[src/rtl/ivg_pkg.sv]
// Shared definitions for the interrupt vector generator.
package ivg_pkg;
    // Acknowledge handling phases.
    typedef enum logic [1:0] {
        ACK_IDLE  = 2'd0,
        ACK_SERVE = 2'd1,
        ACK_PASS  = 2'd2
    } ack_state_t;
endpackage

[src/rtl/ivg_src_req.sv]
// Source request gating. Each channel has a receive and a transmit source.
// The output vector lists the receive sources of all channels first and
// then the transmit sources, each in channel order. Its bit order is the
// priority order. Assumes flag inputs are synchronous to clk.
module ivg_src_req #(
    parameter int NCH = 2
) (
    input  logic [NCH-1:0]   rx_done,
    input  logic [NCH-1:0]   rx_ien,
    input  logic [NCH-1:0]   tx_rdy,
    input  logic [NCH-1:0]   tx_ien,
    output logic [2*NCH-1:0] src_req
);
    for (genvar c = 0; c < NCH; c++) begin : g_chan
        // Receive source: done flag gated by its enable.
        assign src_req[c]       = rx_done[c] & rx_ien[c];
        // Transmit source: ready flag gated by its enable.
        assign src_req[NCH + c] = tx_rdy[c] & tx_ien[c];
    end
endmodule

[src/rtl/ivg_prio_arb.sv]
// Fixed-priority encoder. The lowest index wins. Reports whether any
// request is present and the index of the winner (0 when none).
module ivg_prio_arb #(
    parameter int NSRC  = 4,
    parameter int IDX_W = (NSRC > 1) ? $clog2(NSRC) : 1
) (
    input  logic [NSRC-1:0]  req,
    output logic             any,
    output logic [IDX_W-1:0] idx
);
    // Scan from the lowest priority up so the highest-priority hit is kept.
    always_comb begin
        idx = '0;
        for (int i = NSRC - 1; i >= 0; i--) begin
            if (req[i]) idx = IDX_W'(i);
        end
    end

    // Any request present.
    assign any = |req;
endmodule

[src/rtl/ivg_vec_calc.sv]
// Vector formation. Source index i < NCH is channel i receive and returns
// that channel's base. Index NCH + c is channel c transmit and returns the
// base plus TX_OFS. Bases arrive packed, channel 0 in the low bits.
module ivg_vec_calc #(
    parameter int NCH    = 2,
    parameter int VW     = 9,
    parameter int TX_OFS = 4,
    parameter int IDX_W  = $clog2(2 * NCH)
) (
    input  logic [IDX_W-1:0]  idx,
    input  logic [NCH*VW-1:0] base_flat,
    output logic [VW-1:0]     vec
);
    logic [VW-1:0] base_arr [NCH];

    for (genvar c = 0; c < NCH; c++) begin : g_base
        // Unpack one channel's base.
        assign base_arr[c] = base_flat[c*VW +: VW];
    end

    // Select the base for the source and add the transmit slot offset.
    always_comb begin
        vec = '0;
        for (int c = 0; c < NCH; c++) begin
            if (idx == IDX_W'(c))       vec = base_arr[c];
            if (idx == IDX_W'(c + NCH)) vec = base_arr[c] + VW'(TX_OFS);
        end
    end
endmodule

[src/rtl/ivg_ack_fsm.sv]
// Acknowledge handler. In idle, a high acknowledge is taken as a new
// acknowledge. With a request pending, the current vector is latched and
// presented as valid. With none pending, the acknowledge is forwarded.
// Either state is left only when the acknowledge is sampled low.
module ivg_ack_fsm
    import ivg_pkg::*;
#(
    parameter int VW = 9
) (
    input  logic          clk,
    input  logic          rst_n,
    input  logic          iack_i,
    input  logic          any_req,
    input  logic [VW-1:0] vec_in,
    output logic [VW-1:0] vec_o,
    output logic          vec_vld_o,
    output logic          iack_o
);
    ack_state_t    state_q, state_d;
    logic [VW-1:0] vec_q;

    // Next-state decision.
    always_comb begin
        state_d = state_q;
        unique case (state_q)
            ACK_IDLE:  if (iack_i) state_d = any_req ? ACK_SERVE : ACK_PASS;
            ACK_SERVE: if (!iack_i) state_d = ACK_IDLE;
            ACK_PASS:  if (!iack_i) state_d = ACK_IDLE;
            default:   state_d = ACK_IDLE;
        endcase
    end

    // State register.
    always_ff @(posedge clk) begin
        if (!rst_n) state_q <= ACK_IDLE;
        else        state_q <= state_d;
    end

    // Latch the winning vector on the cycle the acknowledge is accepted.
    always_ff @(posedge clk) begin
        if (!rst_n)                                     vec_q <= '0;
        else if (state_q == ACK_IDLE && iack_i && any_req) vec_q <= vec_in;
    end

    // Output decode.
    assign vec_vld_o = (state_q == ACK_SERVE);
    assign iack_o    = (state_q == ACK_PASS);
    assign vec_o     = vec_vld_o ? vec_q : '0;
endmodule

[src/rtl/irq_vec_gen.sv]
// Prioritised interrupt vector generator, top level. Gates the per-channel
// sources, ranks them with a fixed priority, forms the vector from the
// per-channel bases and answers the acknowledge. Assumes the acknowledge
// is held high until the vector or the forwarded acknowledge is consumed.
module irq_vec_gen #(
    parameter int NCH    = 2,
    parameter int VW     = 9,
    parameter int TX_OFS = 4
) (
    input  logic              clk,
    input  logic              rst_n,
    input  logic [NCH-1:0]    rx_done_i,
    input  logic [NCH-1:0]    rx_ien_i,
    input  logic [NCH-1:0]    tx_rdy_i,
    input  logic [NCH-1:0]    tx_ien_i,
    input  logic [NCH*VW-1:0] base_vec_i,
    output logic              irq_o,
    input  logic              iack_i,
    output logic              iack_o,
    output logic [VW-1:0]     vec_o,
    output logic              vec_vld_o
);
    localparam int NSRC  = 2 * NCH;
    localparam int IDX_W = $clog2(NSRC);

    logic [NSRC-1:0]  src_req;
    logic             any_req;
    logic [IDX_W-1:0] win_idx;
    logic [VW-1:0]    win_vec;

    ivg_src_req #(.NCH(NCH)) u_req (
        .rx_done (rx_done_i),
        .rx_ien  (rx_ien_i),
        .tx_rdy  (tx_rdy_i),
        .tx_ien  (tx_ien_i),
        .src_req (src_req)
    );

    ivg_prio_arb #(.NSRC(NSRC), .IDX_W(IDX_W)) u_arb (
        .req (src_req),
        .any (any_req),
        .idx (win_idx)
    );

    ivg_vec_calc #(.NCH(NCH), .VW(VW), .TX_OFS(TX_OFS), .IDX_W(IDX_W)) u_vec (
        .idx       (win_idx),
        .base_flat (base_vec_i),
        .vec       (win_vec)
    );

    ivg_ack_fsm #(.VW(VW)) u_ack (
        .clk       (clk),
        .rst_n     (rst_n),
        .iack_i    (iack_i),
        .any_req   (any_req),
        .vec_in    (win_vec),
        .vec_o     (vec_o),
        .vec_vld_o (vec_vld_o),
        .iack_o    (iack_o)
    );

    // Shared request line follows any gated source.
    assign irq_o = any_req;
endmodule

[config.mk]
export PLATFORM = sky130hd
export DESIGN_NAME = irq_vec_gen
export DESIGN_NICKNAME = d
export VERILOG_FILES = /design/src/rtl/ivg_pkg.sv /design/src/rtl/ivg_src_req.sv /design/src/rtl/ivg_prio_arb.sv /design/src/rtl/ivg_vec_calc.sv /design/src/rtl/ivg_ack_fsm.sv /design/src/rtl/irq_vec_gen.sv
export SDC_FILE = /design/constraint.sdc
export NUM_CORES = 1
export LEC_CHECK = 0
export ABC_AREA = 1
export BUFFER_PORTS_ARGS = -buffer_cell sky130_fd_sc_hd__buf_2
export CAP_MARGIN = 20
export CORE_UTILIZATION = 45
export DETAILED_ROUTE_END_ITERATION = 12
export HOLD_SLACK_MARGIN = 0.02
export PLACE_DENSITY = 0.82
export SLEW_MARGIN = 40
export SYNTH_ARGS = -nofsm -noshare
export SYNTH_HDL_FRONTEND = slang
export SYNTH_SLANG_ARGS = --single-unit
[constraint.sdc]
create_clock -name clk -period 1.2 [get_ports clk]
set_input_delay 0 -clock clk [delete_from_list [all_inputs] [get_ports clk]]
set_output_delay 0 -clock clk [all_outputs]
set_load 0.005 [all_outputs]
==> reports/qor.csv <==
metric,value,unit
worst-path cell chain,"inv_2, ha_4, nand2_4, nor2_8, buf_12, nor2_1, nor2_1, nand2_1, inv_1",
"delay-heaviest family, CP",simple AND/OR/NAND/NOR gates,
Max Used Layer,met4,
CP peak stage delay,320,ps
compound-gate portion of the synthesized area,5.10,%
FF/Latch Area,223,µm²
"most used cell, CP",nor2_1,
routed wl met2,1370,µm
Comb power frac,50.2,%
final hold vios,0,
DP Area,1540,µm²
critical path depth,9,
source of the worst hold timing path,rst_n,
worst rel slew slack,87.6,%
global-route wire length before repair,4970,µm
Max-Cap Viols,0,
"Core Util, Final",63.5,%
Sw Pwr,546,µW
clock transition at the registers of the reported paths,70,ps
Layout Skew,0.277,ps
area of the multi-input gates,911,µm²
grt ovf,0,
failing checks,setup timing,
Flop pwr share,31.7,%
pwr dens,859,nW/µm²
critical path class,reg -> reg,
wire per inst,9.77,µm
"commonest non-fill, non-tap cells in the layout","nand2_1, buf_2, inv_1",
nets,292,
CTS Buf Count,3,
max frequency,800,MHz
YS warnings,0,
critical path's slowest cell,dfxtp_2,
Critical Path Source Type,flop,
Mapped Area,1280,µm²
Critical Path RT,1420,ps
element type at the critical path end,flop,
die height,55.3,µm
final setup vio count,9,
I/O Pins,41,
min setup slack post-route,-49.8,ps
Post-Route WL,2800,µm
"area leader, netlist",nand2_1,
Initial DRC Count,34,
WL met3,100,µm
design area,1630,µm²
CTS tree,done,
main combinational cell family by area after synthesis,simple AND/OR/NAND/NOR gates,
CTS Sinks,11,
total track usage,19.6,%
adder-cell share of the synthesized area,4.90,%
Clk network pwr share,18.1,%
CTS max path bufs,2,
Yosys cell types,24,
WP data arrival,1470,ps
Yosys top cell area share,17.9,%
ant diodes,0,
"Seq/Total Area, Yosys",17.3,%
worst skew pair latency,270,ps
GP Congestion,0.888,
post-detailed-route count of antenna-violating nets,0,
synth-to-layout area growth,27.8,%
multiplexer area fraction after synthesis,0,%
worst hold path depth,3,
Place WS,-23.6,ps
H-tree Lvls,1,
"Avg Cell Area, Syn",6.11,µm²
FP Rows,18,
Slew @ Worst Pin,185,ps
Port Buffers,40,
Area contributors post-synth,"nand2_1, dfxtp_1, inv_1, nor2_1, nand3_1",
detailed-route via count,1378,
Hold Crit Endpoint,u_ack.state_q[0],
status,"complete, but fails checks",
hold crit path type,in -> reg,
Sw Ratio,38.9,%
Pint,856,µW
initial antenna violation count,0,
CP Buf/Inv Count,3,
Die X-Extent,55.3,µm
layout cells sized above 1,33.1,%
Initial Util,49.7,%
Synth Instances,209,
CP max FO,11,
"flops & latches, synth",11,
Pins Over Slew Limit,0,
largest net degree at the start of global routing,13,
DR vias/cell,4.80,
FF-to-FF End,u_ack.vec_q[3],
"reg-to-reg slack, setup",-50,ps
DRC,0,
min Tclk post-route,1250,ps
Mapped Nets,243,
vias in the first global route,1222,
final worst path period share,104,%
"commonest non-fill, non-tap cell in the layout",nand2_1,
Pleak,0.965,nW
simple-gate share of the synthesized area,54.5,%
die footprint,3050,µm²
filler cell count,263,
RSZ-0062 raised after global routing,true,
Root Driver,clkbuf_4,
XOR/XNOR Fraction of Synth Area,2.75,%
Metal-1 WL,1300,µm
router iterations before antenna repair,4,
reg2reg start,u_ack.state_q[0],
Worst Reg-to-Reg Cells,9,
peak supply drop,0.618,mV
DP HPWL,2260,µm
core region area,2570,µm²
[per-layer routing]
metal	up-vias	track usage, %
li1	737	-
met1	604	24.3
met2	33	34.4
met3	4	2.34
met4	0	7.50
met5	-	0
[power groups by stage]
stage | Clock, mW | Sequential, mW | Combinational [mW]
after floorplan | 0 | 0.444 | 0.456
after global placement | 0 | 0.448 | 0.633
after detailed placement | 0 | 0.449 | 0.648
after CTS | 0.258 | 0.441 | 0.670
after global routing | 0.273 | 0.449 | 0.801
final | 0.254 | 0.444 | 0.705
[through the flow]
| step | total power, mW | hold slack [ps] | TNS, ps | cells |
|---|---|---|---|---|
| after floorplan | 0.900 | 142 | 0 | 209 |
| after global placement | 1.08 | 291 | 0 | 279 |
| after detailed placement | 1.10 | 289 | -50.1 | 279 |
| after CTS | 1.37 | 20.7 | -161 | 285 |
| after global routing | 1.52 | 56.0 | -1660 | 287 |
| final | 1.40 | 18.1 | -149 | 287 |
[sequential cells by signal, indices dropped and copies added, names as in the netlist]
| register | cells |
|---|---|
| u_ack.vec_q | 9 |
| u_ack.state_q | 2 |
[synthesized netlist by cell type]
master     n
nand2_1   61
inv_1     37
nor2_1    27
nand3_1   19
dfxtp_1   11
nand4_1    7
nand2_4    6
ha_1       5
o21ai_1    5
nand2_2    3
nand3_2    3
o21ai_0    3
xnor2_1    3
a21oi_1    2
buf_8      2
inv_2      2
inv_6      2
nand2_8    2
nor2_4     2
nor2_8     2
o21bai_1   2
clkbuf_1   1
nand3b_1   1
xor2_1     1
[worst max path at each step]
stage                startpoint                to  slack [ps]
6_report       u_ack.state_q[0]    u_ack.vec_q[3]         -50
5_1_grt        u_ack.state_q[0]    u_ack.vec_q[1]        -140
4_1_cts        u_ack.state_q[0]    u_ack.vec_q[3]         -30
3_5_place_dp   u_ack.state_q[1]  u_ack.state_q[0]         -20
3_3_place_gp   u_ack.state_q[1]  u_ack.state_q[0]          10
2_1_floorplan  u_ack.state_q[0]    u_ack.vec_q[8]          20
[logic make-up after synthesis]
| family | after synthesis |
|---|---|
| compound gates | 12 |
| flops | 11 |
| buf+inv | 44 |
| fa+ha+maj | 5 |
| simple gates | 133 |
| xor+xnor | 4 |
[worst min-delay path: stages]
cell and delay (ps):
buf_2 140, o21ai_0 70, nor2_1 40
[what timing repair did]
item / CTS / global route
setup endpoints to repair: 14 / 21
hold buffers: 2 / 0
gates resized for setup: 3 / 9
gates cloned: 0 / 0
pin swaps: 0 / 6
setup buffers: 0 / 2
hold endpoints to repair: 2 / 0
[cell type report]
type                       count  share of cell area [%]
sequential                    11                    13.7
timing repair buffer          47                    16.6
tap                           30                    2.30
inverter                      41                    10.0
clock buffer                   4                    1.61
multi-input combinational    154                    55.8
Note: power is estimated with default switching activity, not from simulation.
